--- config.mk ---
export PLATFORM = sky130hd
export DESIGN_NAME = sector_store_port
export DESIGN_NICKNAME = d
export VERILOG_FILES = /design/src/rtl/sstp_pkg.sv /design/src/rtl/sstp_seq.sv /design/src/rtl/sstp_commit.sv /design/src/rtl/sector_store_port.sv
export SDC_FILE = /design/constraint.sdc
export NUM_CORES = 1
export LEC_CHECK = 0
export ABC_AREA = 1
export ABC_CLOCK_PERIOD_IN_PS = 1400
export BUFFER_PORTS_ARGS = -buffer_cell sky130_fd_sc_hd__buf_4
export CAP_MARGIN = 0
export CORE_MARGIN = 3
export CORE_UTILIZATION = 48
export CTS_BUF_LIST = sky130_fd_sc_hd__clkbuf_16
export DETAILED_ROUTE_END_ITERATION = 7
export GPL_ROUTABILITY_DRIVEN = 1
export PLACE_DENSITY = 0.78
export SLEW_MARGIN = 20
export SYNTH_ARGS = -nofsm -noshare
export SYNTH_HDL_FRONTEND = slang
export SYNTH_SLANG_ARGS = --single-unit
--- constraint.sdc ---
create_clock -name clk -period 1.4 [get_ports clk]
set_clock_uncertainty 0.15 [all_clocks]
set_input_delay 0.21 -clock clk [delete_from_list [all_inputs] [get_ports clk]]
set_output_delay 0.21 -clock clk [all_outputs]
set_load 0.05 [all_outputs]
--- src/rtl/sstp_pkg.sv ---
package sstp_pkg;
   typedef enum logic {
      PH_BLOCK = 1'b0,
      PH_DATA  = 1'b1
   } phase_t;
endpackage

--- src/rtl/sstp_seq.sv ---
module sstp_seq
   import sstp_pkg::*;
#(
   parameter int WORDS = 128,
   parameter int OFS_W = $clog2(WORDS)
) (
   input  logic             clk,
   input  logic             rst_n,
   input  logic             wr_i,
   output logic             idle_o,
   output logic             load_blk_o,
   output logic             take_o,
   output logic [OFS_W-1:0] ofs_o
);
   localparam logic [OFS_W-1:0] LAST = OFS_W'(WORDS - 1);

   phase_t           phase_q;
   logic [OFS_W-1:0] ofs_q;
   logic             at_last;

   assign at_last    = (ofs_q == LAST);
   assign load_blk_o = wr_i && (phase_q == PH_BLOCK);
   assign take_o     = wr_i && (phase_q == PH_DATA);
   assign idle_o     = (phase_q == PH_BLOCK);
   assign ofs_o      = ofs_q;

   always_ff @(posedge clk or negedge rst_n) begin
      if (!rst_n) begin
         phase_q <= PH_BLOCK;
         ofs_q   <= '0;
      end else if (load_blk_o) begin
         phase_q <= PH_DATA;
         ofs_q   <= '0;
      end else if (take_o) begin
         if (at_last) begin
            phase_q <= PH_BLOCK;
            ofs_q   <= '0;
         end else begin
            ofs_q   <= ofs_q + 1'b1;
         end
      end
   end

   // block number write moves to the data phase
   a_r2_leave_idle: assert property (@(posedge clk) disable iff (!rst_n)
      load_blk_o |=> (!idle_o && ofs_o == '0));
   // counter advances by one per data word below the last
   a_r4_offset_step: assert property (@(posedge clk) disable iff (!rst_n)
      (take_o && ofs_o != LAST) |=> (!idle_o && ofs_o == $past(ofs_o) + 1'b1));
   // the last word returns the port to waiting
   a_r5_wrap: assert property (@(posedge clk) disable iff (!rst_n)
      (take_o && ofs_o == LAST) |=> (idle_o && ofs_o == '0));
   // no write means no phase change
   a_r8_hold: assert property (@(posedge clk) disable iff (!rst_n)
      !wr_i |=> ($stable(idle_o) && $stable(ofs_o)));
endmodule

--- src/rtl/sstp_commit.sv ---
module sstp_commit #(
   parameter int DATA_W  = 32,
   parameter int BLK_W   = 32,
   parameter int OFS_W   = 7,
   parameter bit REG_OUT = 1'b1
) (
   input  logic              clk,
   input  logic              rst_n,
   input  logic              load_blk_i,
   input  logic              take_i,
   input  logic [OFS_W-1:0]  ofs_i,
   input  logic [DATA_W-1:0] wdata_i,
   output logic              we_o,
   output logic [BLK_W-1:0]  blk_o,
   output logic [OFS_W-1:0]  ofs_o,
   output logic [DATA_W-1:0] data_o
);
   logic [BLK_W-1:0] blk_q;

   always_ff @(posedge clk or negedge rst_n) begin
      if (!rst_n)          blk_q <= '0;
      else if (load_blk_i) blk_q <= BLK_W'(wdata_i);
   end

   assign blk_o = blk_q;

   generate
      if (REG_OUT) begin : g_reg
         logic              we_q;
         logic [OFS_W-1:0]  ofs_q;
         logic [DATA_W-1:0] data_q;

         always_ff @(posedge clk or negedge rst_n) begin
            if (!rst_n) begin
               we_q   <= 1'b0;
               ofs_q  <= '0;
               data_q <= '0;
            end else begin
               we_q <= take_i;
               if (take_i) begin
                  ofs_q  <= ofs_i;
                  data_q <= wdata_i;
               end
            end
         end

         assign we_o   = we_q;
         assign ofs_o  = ofs_q;
         assign data_o = data_q;

         // one pulse per data write, carrying that word
         a_r3_pulse: assert property (@(posedge clk) disable iff (!rst_n)
            take_i |=> (we_o && data_o == $past(wdata_i) && ofs_o == $past(ofs_i)));
         a_r3_no_extra: assert property (@(posedge clk) disable iff (!rst_n)
            !take_i |=> !we_o);
      end else begin : g_comb
         assign we_o   = take_i;
         assign ofs_o  = ofs_i;
         assign data_o = wdata_i;
      end
   endgenerate
endmodule

--- src/rtl/sector_store_port.sv ---
module sector_store_port #(
   parameter int DATA_W  = 32,
   parameter int BLK_W   = 32,
   parameter int WORDS   = 128,
   parameter bit REG_OUT = 1'b1,
   localparam int OFS_W  = $clog2(WORDS)
) (
   input  logic              clk,
   input  logic              rst_n,
   input  logic              cpu_wr,
   input  logic              cpu_rd,
   input  logic [DATA_W-1:0] cpu_wdata,
   output logic [DATA_W-1:0] cpu_rdata,
   output logic              idle_o,
   output logic              st_we,
   output logic [BLK_W-1:0]  st_block,
   output logic [OFS_W-1:0]  st_offset,
   output logic [DATA_W-1:0] st_data
);
   generate
      if (WORDS < 2 || (1 << OFS_W) != WORDS) begin : g_bad_words
         $error("WORDS must be a power of two of at least 2");
      end
      if (DATA_W < 1 || BLK_W < 1) begin : g_bad_width
         $error("DATA_W and BLK_W must be positive");
      end
   endgenerate

   logic             load_blk;
   logic             take;
   logic [OFS_W-1:0] ofs;

   sstp_seq #(.WORDS(WORDS), .OFS_W(OFS_W)) u_seq (
      .clk       (clk),
      .rst_n     (rst_n),
      .wr_i      (cpu_wr),
      .idle_o    (idle_o),
      .load_blk_o(load_blk),
      .take_o    (take),
      .ofs_o     (ofs)
   );

   sstp_commit #(.DATA_W(DATA_W), .BLK_W(BLK_W), .OFS_W(OFS_W), .REG_OUT(REG_OUT)) u_commit (
      .clk       (clk),
      .rst_n     (rst_n),
      .load_blk_i(load_blk),
      .take_i    (take),
      .ofs_i     (ofs),
      .wdata_i   (cpu_wdata),
      .we_o      (st_we),
      .blk_o     (st_block),
      .ofs_o     (st_offset),
      .data_o    (st_data)
   );

   assign cpu_rdata = '0;

   // reads return zero and leave the phase untouched
   a_r6_read_zero: assert property (@(posedge clk) disable iff (!rst_n)
      cpu_rd |-> (cpu_rdata == '0));
   a_r6_read_inert: assert property (@(posedge clk) disable iff (!rst_n)
      (cpu_rd && !cpu_wr) |=> ($stable(idle_o) && $stable(ofs)));
   // nothing is written before the first data word
   a_r1_quiet_idle: assert property (@(posedge clk) disable iff (!rst_n)
      (idle_o && !$past(take)) |-> !st_we);
endmodule

==> metrics.md, run 1 <==
| Metric | Value |
|---|---|
| Status | completed |
| Leading cell type in the layout, fill and taps excluded | buf_4 |
| WL per Instance | 12.7 um |
| Pwr Total | 9.62 mW |
| Via-to-Cell Ratio | 4.56 |
| Most common cell on crit path | nand2_1 |
| Via count of the first global-routing pass | 2566 |
| Die width | between 90 and 100 um |
| Synthesis-stage register bit count | 80 |
| Fmax | 0.733 GHz |
| Top Ports | 141 |
| Net Sw Frac | 41.0% |
| Worst-path clk slew | 60 ps |
| Maximum vdd ir drop | 1.19 mV |
| DR DRC count | 0 |
| Min-Delay Path Class | input port to flip-flop |
| Num rows | 30 |
| Critical Path AT | 1420 ps |
| Layout Utilization | between 60% and 70% |
| Final worst-path cycle share | between 90% and 100% |
| Gr ovfl total | 0 |
| Cells after synthesis | 356 |
| Area after DPL | around 4200 sq um |
| Switch Pwr | 3.94 mW |
| Share of cells above drive strength 1 | a little under a third |
| Seq/Total Area, Yosys | 58.8% |
| Slowest cell delay on critical path | 370 ps |
| Estimated wirelength of the detail-placed design | 5150 um |
| CTS Buf Count | 9 |
| Startpoint types | flip-flop |
| Initial antenna violation count | 0 |
| CTS tree | yes |
| Cell Pwr Density | between 2000 and 2500 nW/um^2 |
| Unique cell type count in the Yosys netlist | 23 |
| Cell Int Power | 5.68 mW |
| CP Capture Type | flip-flop |
| Combinational power share | roughly 40% |
| Die Footprint | between 8000 and 9000 sq um |
| H-Tree Depth | 3 |
| Synth-to-Final Area Change | 37.5% |
| Largest net degree at the start of global routing | 45 |
| Clk_lat worst skew | about 320 ps |
| Antenna viol nets, final | 0 |
| Core Area | 6830 sq um |
| Final slew viol count | 0 |
| Post-Syn Area per Cell | 9.56 sq um |
| N_diodes | 0 |
| First-pass GRT wire length | 12300 um |
| Fin area | 4680 sq um |
| Initial core utilization | 49.8% |
| Setup-failing EPs final | 0 |
| Final Hold Fails | 0 |
| Die H | 90.2 um |
| Fillers | 555 |
| Commonest non-fill, non-tap cells in the layout | buf_4 (111), nand2_1 (95), dfrtp_1 (79) |
| First-pass iteration count of the detailed router | 4 |
| Total Routed Length | 7410 um |
| Maximum clock insertion buffer count | 2 |
| CP Cell Sequence | ha_1, nand3_1, nor2_2, nand2_1, nand2_1, nor2_1 |
| Mapped Area | ~3400 sq um |
| Crit path time final | 1360 ps |
| Clock share of power | 26.3% |
| Nets | 518 |
| Critical path class | flip-flop to flip-flop |
| Gr usage total | around a fifth |
| Worst EP required | 1460 ps |
| Clk root buf | clkbuf_16 |
| Clock Sink Count | 80 |
| Final Wtd Congestion | around 0.83 |
| Maxcap violations | 0 |
| Synth warn | 0 |
| Critical-path maximum fanout | 3 |
| Crit path max-delay cell type | dfrtp_1 |
| Static Leak | between 2 and 3 nW |
| Seq pwr share | 33.8% |
| IO buf count | 107 |
| Via count | roughly 2600 |
| Initial drt markers | around 110 |
-- synthesized netlist by cell type --
cell / instances / share of area [%]
conb_1: 1 / 0.11
a21oi_1: 1 / 0.15
nand2_2: 1 / 0.18
inv_2: 2 / 0.22
buf_6: 9 / 3.0
o21ai_2: 13 / 3.3
clkbuf_1: 4 / 0.44
nand3_1: 3 / 0.44
buf_4: 33 / 7.3
ha_1: 1 / 0.37
nor2_2: 1 / 0.18
clkbuf_2: 1 / 0.15
dfrtp_1: 80 / 59
buf_2: 1 / 0.15
o21ai_0: 36 / 5.3
nor2_4: 1 / 0.33
inv_1: 40 / 4.4
nor2_1: 7 / 0.77
o21ai_1: 22 / 3.2
nor3_1: 1 / 0.15
a31oi_1: 1 / 0.18
nand2_1: 95 / 10
nand4_1: 2 / 0.37
-- worst paths after layout --
| path | from | endpoint | slack (ps) | cells past startpoint |
|---|---|---|---|---|
| max reg2reg | u_seq.ofs_o[1] | u_seq.ofs_o[6] | 40 | 6 |
| min reg2reg | u_commit.data_o[22] | u_commit.data_o[22] | 330 | 2 |
| max | u_seq.ofs_o[1] | u_seq.ofs_o[6] | 40 | 6 |
| min in group asynchronous | rst_n | u_commit.blk_o[20] | 190 | 2 |
| max in group asynchronous | rst_n | u_commit.blk_o[31] | 390 | 3 |
| min | cpu_wdata[16] | u_commit.blk_o[16] | 9 | 3 |
-- through the flow --
step	hold slack, ps	setup WS [ps]	std cells	TNS [ps]
2_1_floorplan	-236	100	387	0
3_3_place_gp	-23.7	115	551	0
3_5_place_dp	-24.1	99.3	551	0
4_1_cts	0.344	5.94	580	0
5_1_grt	17.6	-13.3	581	-30.2
6_report	8.96	35.7	581	0
-- power by group through the flow --
stage	clock (mW)	combinational (mW)	sequential, mW
after global placement	0	3.76	3.25
final	2.53	3.84	3.25
after floorplan	0	0.947	4.99
after global routing	2.67	4.05	3.32
after detailed placement	0	3.82	3.27
after CTS	2.59	3.86	3.25
-- worst max-delay path, delay by kind of cell (launching register included) --
kind                     cells  cell delay (ps)
adder cells (fa/ha/maj)      1              180
AND/OR/NAND/NOR              5              560
flip-flops                   1              370
-- routing by layer --
layer | vias up | global-route usage, % | part of all wire, %
li1 | 1299 | - | -
met1 | 1232 | 23.6 | 43
met2 | 104 | 31.2 | 49
met3 | 13 | 4.02 | 6.1
met4 | 0 | 7.91 | 1.9
met5 | - | 0 | 0
-- what timing repair did --
item | in CTS | in global routing
hold buffers | 14 | 0
resized for setup | 2 | 2
hold endpoints to repair | 93 | 0
setup endpoints to repair | 1 | 3
setup buffers | 0 | 1
-- area by class of cell --
type / instances / area, sq um / area share, %
clock buffers: 9 / 225 / 4.81
flip-flops and latches: 80 / 2000 / 42.8
repair buffers: 131 / 1080 / 23.2
clock inverters: 6 / 101 / 2.16
well taps: 96 / 120 / 2.57
inverters: 42 / 158 / 3.37
multi-input cells: 217 / 990 / 21.1
-- flip-flops by register name, indices dropped and copies added, names as in the netlist --
| register | count |
|---|---|
| u_commit.we_o | 1 |
| u_commit.data_o | 32 |
| u_seq.phase_q | 1 |
| u_seq.ofs_o | 7 |
| u_commit.ofs_o | 7 |
| u_commit.blk_o | 32 |
-- logic make-up (layout without fill, tap and decap cells) --
logic type / Yosys count / in the layout / share of synthesized area [%]
compound gates: 73 / 73 / 12.2
simple gates: 111 / 111 / 12.9
buf+inv: 90 / 188 / 15.6
flops: 80 / 80 / 58.8
other cells: 1 / 32 / 0.110
fa+ha+maj: 1 / 1 / 0.367
Power figures use the tool's default switching activity.
==> run 2, diff against run 1 <==
--- a/config.mk
+++ b/config.mk
@@ -14,7 +14,7 @@
 export CTS_BUF_LIST = sky130_fd_sc_hd__clkbuf_16
 export DETAILED_ROUTE_END_ITERATION = 7
 export GPL_ROUTABILITY_DRIVEN = 1
-export PLACE_DENSITY = 0.78
+export PLACE_DENSITY_LB_ADDON = 0.2
 export SLEW_MARGIN = 20
 export SYNTH_ARGS = -nofsm -noshare
 export SYNTH_HDL_FRONTEND = slang
==> run 2 against run 1 <==
Compared with the run above: die area stayed put; critical path type is now flip-flop to primary output; global-route usage hardly changed; wire length is 0.89% lower; sequential power hardly changed; combinational power is 1% higher; worst setup slack worse by 1.6 ps; clock-buffer cell count stayed put; non-clock buffer count is 9 higher; total power is 2.9% lower; sequential share of layout area is 0.64 points lower; clock power is 12% lower.
==> metrics.md, run 2 (synthesized netlist as in run 1, its figures left out) <==
| Metric | Value |
|---|---|
| Status | completed |
| DR DRC count | 0 (unchanged) |
| Fmax | 0.732 GHz (-0.12%) |
| Fin area | 4750 sq um (+1.5%) |
| Initial core utilization | 49.8% (unchanged) |
| Maximum vdd ir drop | 0.950 mV (-20%) |
| WL per Instance | 12.4 um (-2.6%) |
| Reg2reg end | u_commit.data_o[4] |
| Gr ovfl total | 0 (unchanged) |
| CP Capture Type | primary output |
| Share of cells above drive strength 1 | 31.1% (+0.18 points) |
| Worst EP required | 1040 ps (-420 ps) |
| Startpoint types | flip-flop |
| Core Area | 6830 sq um (unchanged) |
| Initial drt markers | 67 (-36%) |
| Initial antenna violation count | 0 (unchanged) |
| Crit path time final | 1370 ps (+1.63 ps) |
| Maximum clock insertion buffer count | 2 (unchanged) |
| CP Cell Sequence | inv_2, buf_6 |
| Die H | 90.2 um (unchanged) |
| Cell Pwr Density | 1970 nW/um^2 (-4.3%) |
| Gr usage total | 18.7% (+0.050 points) |
| Final Hold Fails | 0 (unchanged) |
| First-pass iteration count of the detailed router | 5 (+1) |
| Clk root buf | clkbuf_16 |
| Critical Path AT | 1010 ps (-410 ps) |
| First-pass GRT wire length | 12400 um (+0.96%) |
| R2R setup slack | 90 ps (+50 ps) |
| Via-to-Cell Ratio | 4.47 (-1.8%) |
| Final slew viol count | 0 (unchanged) |
| Post-route insts no fill | 591 (+1.7%) |
| Clock Sink Count | 80 (unchanged) |
| Leading cell type in the layout, fill and taps excluded | buf_4 |
| IO buf count | 107 (unchanged) |
| Static Leak | 2.54 nW (+0.59%) |
| Antenna viol nets, final | 0 (unchanged) |
| Via count of the first global-routing pass | 2603 (+1.4%) |
| Crit path max-delay cell type | dfrtp_2 |
| Via count | 2644 (-0.15%) |
| Commonest non-fill, non-tap cells in the layout | buf_4 (110), nand2_1 (93), dfrtp_1 (79) |
| Die Footprint | 8140 sq um (unchanged) |
| H-Tree Depth | 3 (unchanged) |
| Largest net degree at the start of global routing | 81 (+80%) |
| Nets | 527 (+1.7%) |
| Top Ports | 141 (unchanged) |
| Maxcap violations | 0 (unchanged) |
| Num rows | 30 (unchanged) |
| Hold slack | 5.79 ps (-3.17 ps) |
| R2R depth | 3 (-3) |
| Slowest cell delay on critical path | 460 ps (+90 ps) |
| Worst-path clk slew | 50 ps (about the same) |
| Dpl cells | 551 (unchanged) |
| Min-Delay Path Class | input port to flip-flop |
| Clk_lat worst skew | 330 ps (about the same) |
| N_diodes | 0 (unchanged) |
| Setup-failing EPs final | 0 (unchanged) |
| End point of the critical path | idle_o |
| Critical-path maximum fanout | 5 (+2) |
| Synth-to-Final Area Change | 39.6% |
| Total Routed Length | 7340 um (-0.89%) |
| Die width | 90.2 um (unchanged) |
| FF-to-FF Start | u_seq.phase_q |
| CTS Buf Count | 9 (unchanged) |
| Final Wtd Congestion | 0.822 (-1.4%) |
| Area after DPL | 4210 sq um (+0.30%) |
| RSZ-0062 raised after global routing | yes |
| Estimated wirelength of the detail-placed design | 4970 um (-3.6%) |
| Final worst-path cycle share | 97.6% (+0.12 points) |
| CTS tree | yes |
| Critical path class | flip-flop to primary output |
| CP startpoint | u_seq.phase_q |
| Layout Utilization | 69.6% (+1.0 points) |
==> run 2: changes by cell type in the layout (fill, tap and decap cells not counted), sizes merged <==
cell,before,now
dlygate4sd3,14,23
inv,44,42
clkinvlp,0,1
bufinv,3,1
clkinv,1,5
==> run 2: layout make-up <==
cell class | count | area [sq um]
flip-flops and latches | 80 | 2000
well taps | 96 | 120
fillers | 548 | 2080
clock buffers | 9 | 225
clock inverters | 7 | 62.6
inverters | 42 | 158
multi-input cells | 217 | 997
repair buffers | 140 | 1190
==> run 2: worst max-delay path: cells and delay by family (launching register included) <==
family   cells  cell delay [ps]
buf+inv      2              220
flops        1              460
==> run 2: metal layers <==
layer	GRT usage [%]	up-vias	wire [um]
met5	0	-	0
met4	8.04	0	121
met3	5.77	9	667
met2	29.4	110	3440
met1	24.2	1212	3110
li1	-	1313	-
==> run 2: worst min-delay path by stage <==
stage	startpoint	endpoint	slack, ps	cells past startpoint
2_1_floorplan	rst_n	u_commit.blk_o[0]	-240	0
3_3_place_gp	rst_n	u_commit.blk_o[19]	120	2
3_5_place_dp	rst_n	u_commit.blk_o[19]	120	2
4_1_cts	cpu_wdata[28]	u_commit.blk_o[28]	1	3
5_1_grt	cpu_wdata[18]	u_commit.blk_o[18]	20	3
6_report	cpu_wdata[28]	u_commit.blk_o[28]	6	3
==> run 2: timing repair <==
item	4_1_cts	5_1_grt
resized for setup	2	5
hold endpoints to repair	103	0
buffers inserted	0	1
hold buffers	23	0
pin swaps	0	1
endpoints found under the setup margin	2	7
==> run 2: through the flow <==
step           power [mW]  setup slack, ps  setup TNS, ps
2_1_floorplan        5.93              100              0
3_5_place_dp         7.08             13.6              0
6_report             9.34             34.1              0
3_3_place_gp         7.02             70.1              0
4_1_cts              9.39             4.76              0
5_1_grt              9.79            -7.51          -7.51
==> run 2: report_power, final <==
part	switching [mW]	internal [mW]	leakage [nW]	total, mW
clock	0.861	1.36	0.138	2.22
sequential	0.360	2.88	0.993	3.24
combinational	2.76	1.13	1.40	3.88
